[src/rtl/byte_serial_tx_pkg.sv]
package byte_serial_tx_pkg;
  // Top bit of a data word, the next bit to be sent.
  function automatic logic lead_bit(input logic [7:0] w);
    return w[7];
  endfunction
  // Word after one bit has been shifted out.
  function automatic logic [7:0] after_shift(input logic [7:0] w);
    return {w[6:0], 1'b0};
  endfunction
endpackage

[src/rtl/bst_hold_buf.sv]
module bst_hold_buf #(
  parameter int DATA_W = 8
) (
  input  logic              clk,
  input  logic              rst_n,
  input  logic              run,
  input  logic              wr_en,
  input  logic [DATA_W-1:0] wr_data,
  input  logic              take,
  output logic              full,
  output logic [DATA_W-1:0] data
);
  always_ff @(posedge clk or negedge rst_n) begin
    if (!rst_n) begin
      full <= 1'b0;
      data <= '0;
    end else if (!run) begin
      full <= 1'b0;
    end else begin
      full <= (full & ~take) | wr_en;
      if (wr_en) data <= wr_data;
    end
  end
endmodule

[src/rtl/bst_shifter.sv]
module bst_shifter
  import byte_serial_tx_pkg::*;
#(
  parameter int DATA_W = 8
) (
  input  logic              clk,
  input  logic              rst_n,
  input  logic              run,
  input  logic              bit_en,
  input  logic              buf_full,
  input  logic [DATA_W-1:0] buf_data,
  output logic              load_ev,
  output logic              done_ev,
  output logic              ser_out
);
  localparam int CNT_W = $clog2(DATA_W);

  logic [DATA_W-1:0] sh_q;
  logic [CNT_W-1:0]  left_q;
  logic              active_q;
  logic              hang_q;
  logic              empty;
  logic              hang_start;

  assign empty      = (left_q == '0);
  assign load_ev    = run & bit_en & empty & buf_full;
  assign hang_start = run & bit_en & empty & ~buf_full & active_q;
  assign done_ev    = run & bit_en & hang_q & ~buf_full;

  always_ff @(posedge clk or negedge rst_n) begin
    if (!rst_n) begin
      sh_q     <= '0;
      left_q   <= '0;
      active_q <= 1'b0;
      hang_q   <= 1'b0;
      ser_out  <= 1'b1;
    end else if (!run) begin
      left_q   <= '0;
      active_q <= 1'b0;
      hang_q   <= 1'b0;
    end else if (bit_en) begin
      if (load_ev) begin
        ser_out  <= lead_bit(buf_data);
        sh_q     <= after_shift(buf_data);
        left_q   <= CNT_W'(DATA_W - 1);
        active_q <= 1'b1;
        hang_q   <= 1'b0;
      end else if (!empty) begin
        ser_out <= lead_bit(sh_q);
        sh_q    <= after_shift(sh_q);
        left_q  <= left_q - 1'b1;
      end else if (hang_start) begin
        active_q <= 1'b0;
        hang_q   <= 1'b1;
      end else if (done_ev) begin
        hang_q <= 1'b0;
      end
    end
  end
endmodule

[src/rtl/bst_flags.sv]
module bst_flags (
  input  logic clk,
  input  logic rst_n,
  input  logic run,
  input  logic wr_en,
  input  logic stat_rd,
  input  logic load_ev,
  input  logic done_ev,
  output logic rdy_flag,
  output logic idle_flag
);
  logic seen_q;

  always_ff @(posedge clk or negedge rst_n) begin
    if (!rst_n) begin
      rdy_flag  <= 1'b0;
      seen_q    <= 1'b0;
      idle_flag <= 1'b0;
    end else if (!run) begin
      rdy_flag  <= 1'b0;
      seen_q    <= 1'b0;
      idle_flag <= 1'b0;
    end else begin
      if (load_ev) begin
        rdy_flag <= 1'b1;
        seen_q   <= 1'b0;
      end else if (wr_en && seen_q) begin
        rdy_flag <= 1'b0;
        seen_q   <= 1'b0;
      end else if (stat_rd && rdy_flag) begin
        seen_q <= 1'b1;
      end
      if (wr_en)        idle_flag <= 1'b0;
      else if (done_ev) idle_flag <= 1'b1;
    end
  end
endmodule

[src/rtl/byte_serial_tx.sv]
module byte_serial_tx #(
  parameter int DATA_W = 8
) (
  input  logic              clk,
  input  logic              rst_n,
  input  logic              tx_mode,
  input  logic              wr_en,
  input  logic [DATA_W-1:0] wr_data,
  input  logic              stat_rd,
  input  logic              bit_en,
  output logic              ser_out,
  output logic              rdy_flag,
  output logic              idle_flag,
  output logic              irq
);
  logic              wr_ok;
  logic              buf_full;
  logic [DATA_W-1:0] buf_data;
  logic              load_ev;
  logic              done_ev;

  assign wr_ok = wr_en & tx_mode;

  bst_hold_buf #(.DATA_W(DATA_W)) i_buf (
    .clk(clk), .rst_n(rst_n), .run(tx_mode), .wr_en(wr_ok),
    .wr_data(wr_data), .take(load_ev), .full(buf_full), .data(buf_data)
  );

  bst_shifter #(.DATA_W(DATA_W)) i_shift (
    .clk(clk), .rst_n(rst_n), .run(tx_mode), .bit_en(bit_en),
    .buf_full(buf_full), .buf_data(buf_data), .load_ev(load_ev),
    .done_ev(done_ev), .ser_out(ser_out)
  );

  bst_flags i_flags (
    .clk(clk), .rst_n(rst_n), .run(tx_mode), .wr_en(wr_ok),
    .stat_rd(stat_rd), .load_ev(load_ev), .done_ev(done_ev),
    .rdy_flag(rdy_flag), .idle_flag(idle_flag)
  );

  assign irq = rdy_flag | idle_flag;
endmodule

[config.mk]
export PLATFORM = sky130hd
export DESIGN_NAME = byte_serial_tx
export DESIGN_NICKNAME = d
export VERILOG_FILES = /design/src/rtl/byte_serial_tx_pkg.sv /design/src/rtl/bst_hold_buf.sv /design/src/rtl/bst_shifter.sv /design/src/rtl/bst_flags.sv /design/src/rtl/byte_serial_tx.sv
export SDC_FILE = /design/constraint.sdc
export NUM_CORES = 1
export LEC_CHECK = 0
export ABC_AREA = 1
export BUFFER_PORTS_ARGS = -buffer_cell sky130_fd_sc_hd__buf_2
export CAP_MARGIN = 20
export CORE_MARGIN = 5
export CORE_UTILIZATION = 30
export CTS_CLUSTER_DIAMETER = 100
export DETAILED_ROUTE_END_ITERATION = 8
export SYNTH_ARGS = -nofsm -noshare
export SYNTH_HDL_FRONTEND = slang
export SYNTH_SLANG_ARGS = --single-unit
[constraint.sdc]
create_clock -name clk -period 1.9 [get_ports clk]
set_input_delay 0.285 -clock clk [delete_from_list [all_inputs] [get_ports clk]]
set_output_delay 0.285 -clock clk [all_outputs]
set_load 0.02 [all_outputs]
---- Word-level counts from Yosys, hierarchy flattened ----
Cells that the tools add are included.
cells by class
  add/sub/neg operators ................... 1
  multiplexer cells ....................... 30
  equal/unequal tests ..................... 9
  reduce and logical (&&, ||, !) cells .... 8
  bitwise gates (word level) .............. 13
operators with widths
  kind                   number
  $mux W1                24
  $mux W8                2
  $mux W3                4
  $ne A3 B1 Y1 const B   4
  $and A1 B1 Y1          9
  $reduce_and A3 Y1      3
  $ne A4 B1 Y1 const B   2
  $reduce_and A2 Y1      2
  $logic_not A3 Y1       1
  $ne A3 B3 Y1 const B   1
  $sub A3 B1 Y3 const B  1
  $logic_and A1 B1 Y1    2
  $ne A2 B1 Y1 const B   1
  $ne A2 B2 Y1 const B   1
  $not A1 Y1             2
  $or A1 B1 Y1           2
storage, ports and cells
  bits in registers ....................... 26
  input bits .............................. 14

---- Longest topological paths before layout ----
  depth in word-level cells ............... 9
  depth in mapped cells ................... 9
  depth with buffers taken out ............ 8

---- By module ----
Synthesis repeated with hierarchy kept, for this count alone.
second synthesis, totals
  cells, all modules ...................... 157
  area total of the unflattened synthesis .. 1277.5 µm²
modules (own cells, without submodules)
  module          instances  area an instance (µm²)  cells an instance
  bst_shifter     1          752.0                   100
  bst_hold_buf    1          380.4                   39
  bst_flags       1          126.4                   13
  byte_serial_tx  1          18.8                    5

---- Worst setup path after synthesis ----
Ideal clock, no wire load.
  path kind ............................... reg2reg
  start ................................... reg i_shift.left_q[0]
  end ..................................... reg i_shift.left_q[2]
  setup time .............................. 129 ps
  period minus slack after synthesis ...... 1325 ps
  buffers on the path ..................... 1
  setup slack ............................. 575 ps
  cell stages (with the launch flop) ...... 9
  data arrival time ....................... 1196 ps
  required time ........................... 1771 ps
  path through ............................ dfrtp_1 inv_1 ha_1 nand3_1 nand2_2 inv_2 buf_6 o21ai_0 o21ai_0
between the ends
  word-level cells in the longest chain between the ends .. 6
  elaborated cells between the ends (all ways) .. 10
ends and longest elaborated chain
  what                                                                   RTL line           text
  start, declared                                                        bst_shifter.sv:19  logic [CNT_W-1:0] left_q;
  start signal, assigned                                                 bst_shifter.sv:45  left_q <= CNT_W'(DATA_W - 1);
  start signal, assigned                                                 bst_shifter.sv:51  left_q <= left_q - 1'b1;
  parallel branches: the longest is 6 deep, another holds $sub A3 B1 Y3  -
Parallel ways; which one is timed is not known. The select of a mux whose other input is x is not followed.
A chain may end at the register's enable or synchronous reset.

---- Worst setup path in the final report ----
  start ................................... reg i_shift.left_q[0]
  end ..................................... reg i_shift.left_q[0]
The elaborated chain is that of the path after synthesis.

==> impl_metrics.ini <==
[die]
rows = 22
io-pin-count = 18
initial_core_util_pct = 31.5
dieWidth_um = 72.7
placeableCoreArea_um2 = 3740
die_area_um2 = 5280
chipHeight_um = 72.7

[critical_path]
crit-reg2reg-launch = i_shift.left_q[0]$_DFFE_PN0P_
crit_fanout = 11
start_kind = register
worst_ep_arrival_time_ns = 1.65
timing.setup.critical_path_class = register to register
worst-endpoint-required_ns = 2.05
crit_path_end_kind = register
setup.worst_path.start = i_shift.left_q[0]$_DFFE_PN0P_

[route]
met3WireLength_um = 64
routed-via-count = 878
route.final.wire_length_um = 2220
detailedRoute.firstPassIterationCount = 4
routed.top_layer = met4
post_drt_wl_per_cell_um = 11.2
vias_per_cell = 4.43
drc = 0
drt_first_iter_violations = 20
wl_met1_um = 1050
met2WireLength_um = 1050
postRouteAntennaNets = 0

[grt]
wire_length_of_the_first_global_routing_pass_um = 3900
pin_count_of_the_biggest_net_entering_global_routing = 26
antenna_violations_before_repair = 0
number_of_global_route_vias_before_repair = 865
grt.total_usage_pct = 9.29
grt_remaining_overflow = 0

[timing]
final.setup.tns_ns = 0
worst_hold_slack_ns = -0.00707
worst_clock_skew_ns = 0.00492
final.min_clock_period_ns = 1.50
final_hold_viols = 8
setup_viol = 0
max_freq_mhz = 668
max_slew_margin_pct = 63.3
min_period_over_period_pct = 78.8
tightestPinTransition_ns = 0.550
timing.final.max_slew_violations = 0
setup_repair_after_global_routing_missed_its_margin = no

[synthesis]
syn-cell-area_um2 = 1180
syn_nets = 148
synth.top_cells.by_area = dfrtp_1 (51%), nand2_1 (11%), mux2_2 (6.7%), inv_1 (4.8%), nor2_1 (3.5%)
post_synth_most_frequent_cells = nand2_1 (33), dfrtp_1 (24), inv_1 (15)
share_of_synthesized_registers_carrying_an_async_set_or_reset_pct = 100
synth_cells = 132
ys.flop_type = dfrtp_1
synth_enable_flop_cells = 0
ys_ff_latch = 25
synth_area_per_cell_um2 = 8.93
synth-warning-count = 0
synth_sequential_area_ratio_pct = 53.2
synthDominantAreaCellType = dfrtp_1
netlist.area_leader.share_pct = 51.0
yosys.cell_count.top_type = nand2_1
synth_cell_types = 22

[pwr]
cellLeakagePower_nw = 0.694
irDropWorstVdd_v = 0.000458
power_per_cell_area_nw_per_um2 = 1060

[placed_design]
globalplace.congestion = 0.740
port_buffers = 17
placedCellCount = 194
post-dp-hpwl_um = 1660

[clock_network]
tritoncts = yes
cts_htree_levels = 1
number_of_cts_inserted_buffers = 3
cts_hold_repair.buffers = 0
clk_latency_ns = 0.27
number_of_gates_resized_after_cts = 0
post_cts_buffers = 0
clk_transition_reported_paths_ns = 0.09
clockRootBuffer = clkbuf_8
clkSinkCount = 25
clk_path_buf_depth = 2

[cells_and_area]
nets_final = 167
layout-drive-gt1-share_pct = 25.3
area_delta_synth_final_pct = 13.8
antenna_cells = 0
post_layout_nonfiller_instances = 198

[min_path]
hold_path.class = primary input to asynchronous set/reset pin

[job]
drv_cap = 0

[status]
failing_checks = hold timing
status = complete, but fails checks
final timing paths:
kind	endpoint	slack, ns	cells after the start
worst min register to register	i_shift.ser_out$_DFFE_PN1P_	0.47	2
worst min-delay path	i_flags.idle_flag$_DFFE_PN0P_	-0.007	1
worst max-delay path	i_shift.left_q[0]$_DFFE_PN0P_	0.40	7
min in group clk	i_flags.idle_flag$_DFFE_PN0P_	0.20	2
worst max register to register	i_shift.left_q[0]$_DFFE_PN0P_	0.40	7
max in group asynchronous	i_shift.ser_out$_DFFE_PN1P_	1.53	1
metrics by stage:
stage               setup slack (ns)  total power [W]  util [%]  cell area (um2)
global route                   0.200          0.00154      35.8             1340
global placement               0.476          0.00111      34.6             1300
detailed placement             0.408          0.00113      34.6             1300
CTS                            0.394          0.00145      35.8             1340
finish                         0.402          0.00143      35.8             1340
floorplan                      0.575          0.00103         -             1180
sequential cells by signal, summed over array words and instances (netlist names):
name,count
i_buf.data,8
i_shift.sh_q,7
i_shift.active_q,1
i_flags.rdy_flag,1
i_shift.hang_q,1
i_shift.ser_out,1
i_shift.left_q,3
i_flags.seen_q,1
i_buf.full,1
i_flags.idle_flag,1
layout by cell type (no fill, tap or decap), types with 2 or more instances in the layout:
| cell type | instances |
|---|---|
| nor2_1 | 11 |
| o21ai_0 | 7 |
| nand2_1 | 33 |
| inv_1 | 15 |
| nor2_2 | 2 |
| inv_2 | 2 |
| dfrtp_1 | 24 |
| mux2_2 | 7 |
| clkbuf_8 | 3 |
| nand2_2 | 4 |
| buf_2 | 17 |
| ha_1 | 2 |
| o21ai_1 | 6 |
| nand3_1 | 8 |
worst max-delay path: stages, from the launching register on:
cell     delay (ns)
dfrtp_1        0.38
inv_1          0.11
ha_1           0.22
nand3_1        0.16
nand2_2        0.20
inv_2          0.13
o21ai_0        0.09
o21ai_0        0.11
cell families (layout without fill, tap and decap cells):
kind of cell	Yosys count	after routing	synth area share, %
AND/OR/NAND/NOR	61	61	22.3
flip-flops	25	25	53.2
buffers and inverters	20	38	7.75
AO/OA/AOI/OAI	16	16	7.22
multiplexers	7	7	6.69
adder cells (fa/ha/maj)	2	2	2.12
XOR/XNOR	1	1	0.743
where the power goes:
part	switching, W	internal [W]	total [W]
sequential	0.0000612	0.000660	0.000721
combinational	0.000236	0.000157	0.000392
clock	0.000162	0.000150	0.000312
total	0.000459	0.000966	0.00143
final cells by class:
cell class / count / area (um2)
flip-flops and latches: 25 / 627
well taps: 48 / 60.1
fillers: 415 / 2400
multi-input cells: 87 / 460
repair buffers: 17 / 85.1
inverters: 17 / 63.8
clock buffers: 4 / 45.0
routing by layer:
metal / up-vias / GRT usage (%)
li1: 453 / -
met2: 16 / 14.7
met4: 0 / 4.92
met3: 4 / 1.38
met5: - / 0
met1: 405 / 12.2
Note: power is estimated with default switching activity, not from simulation.
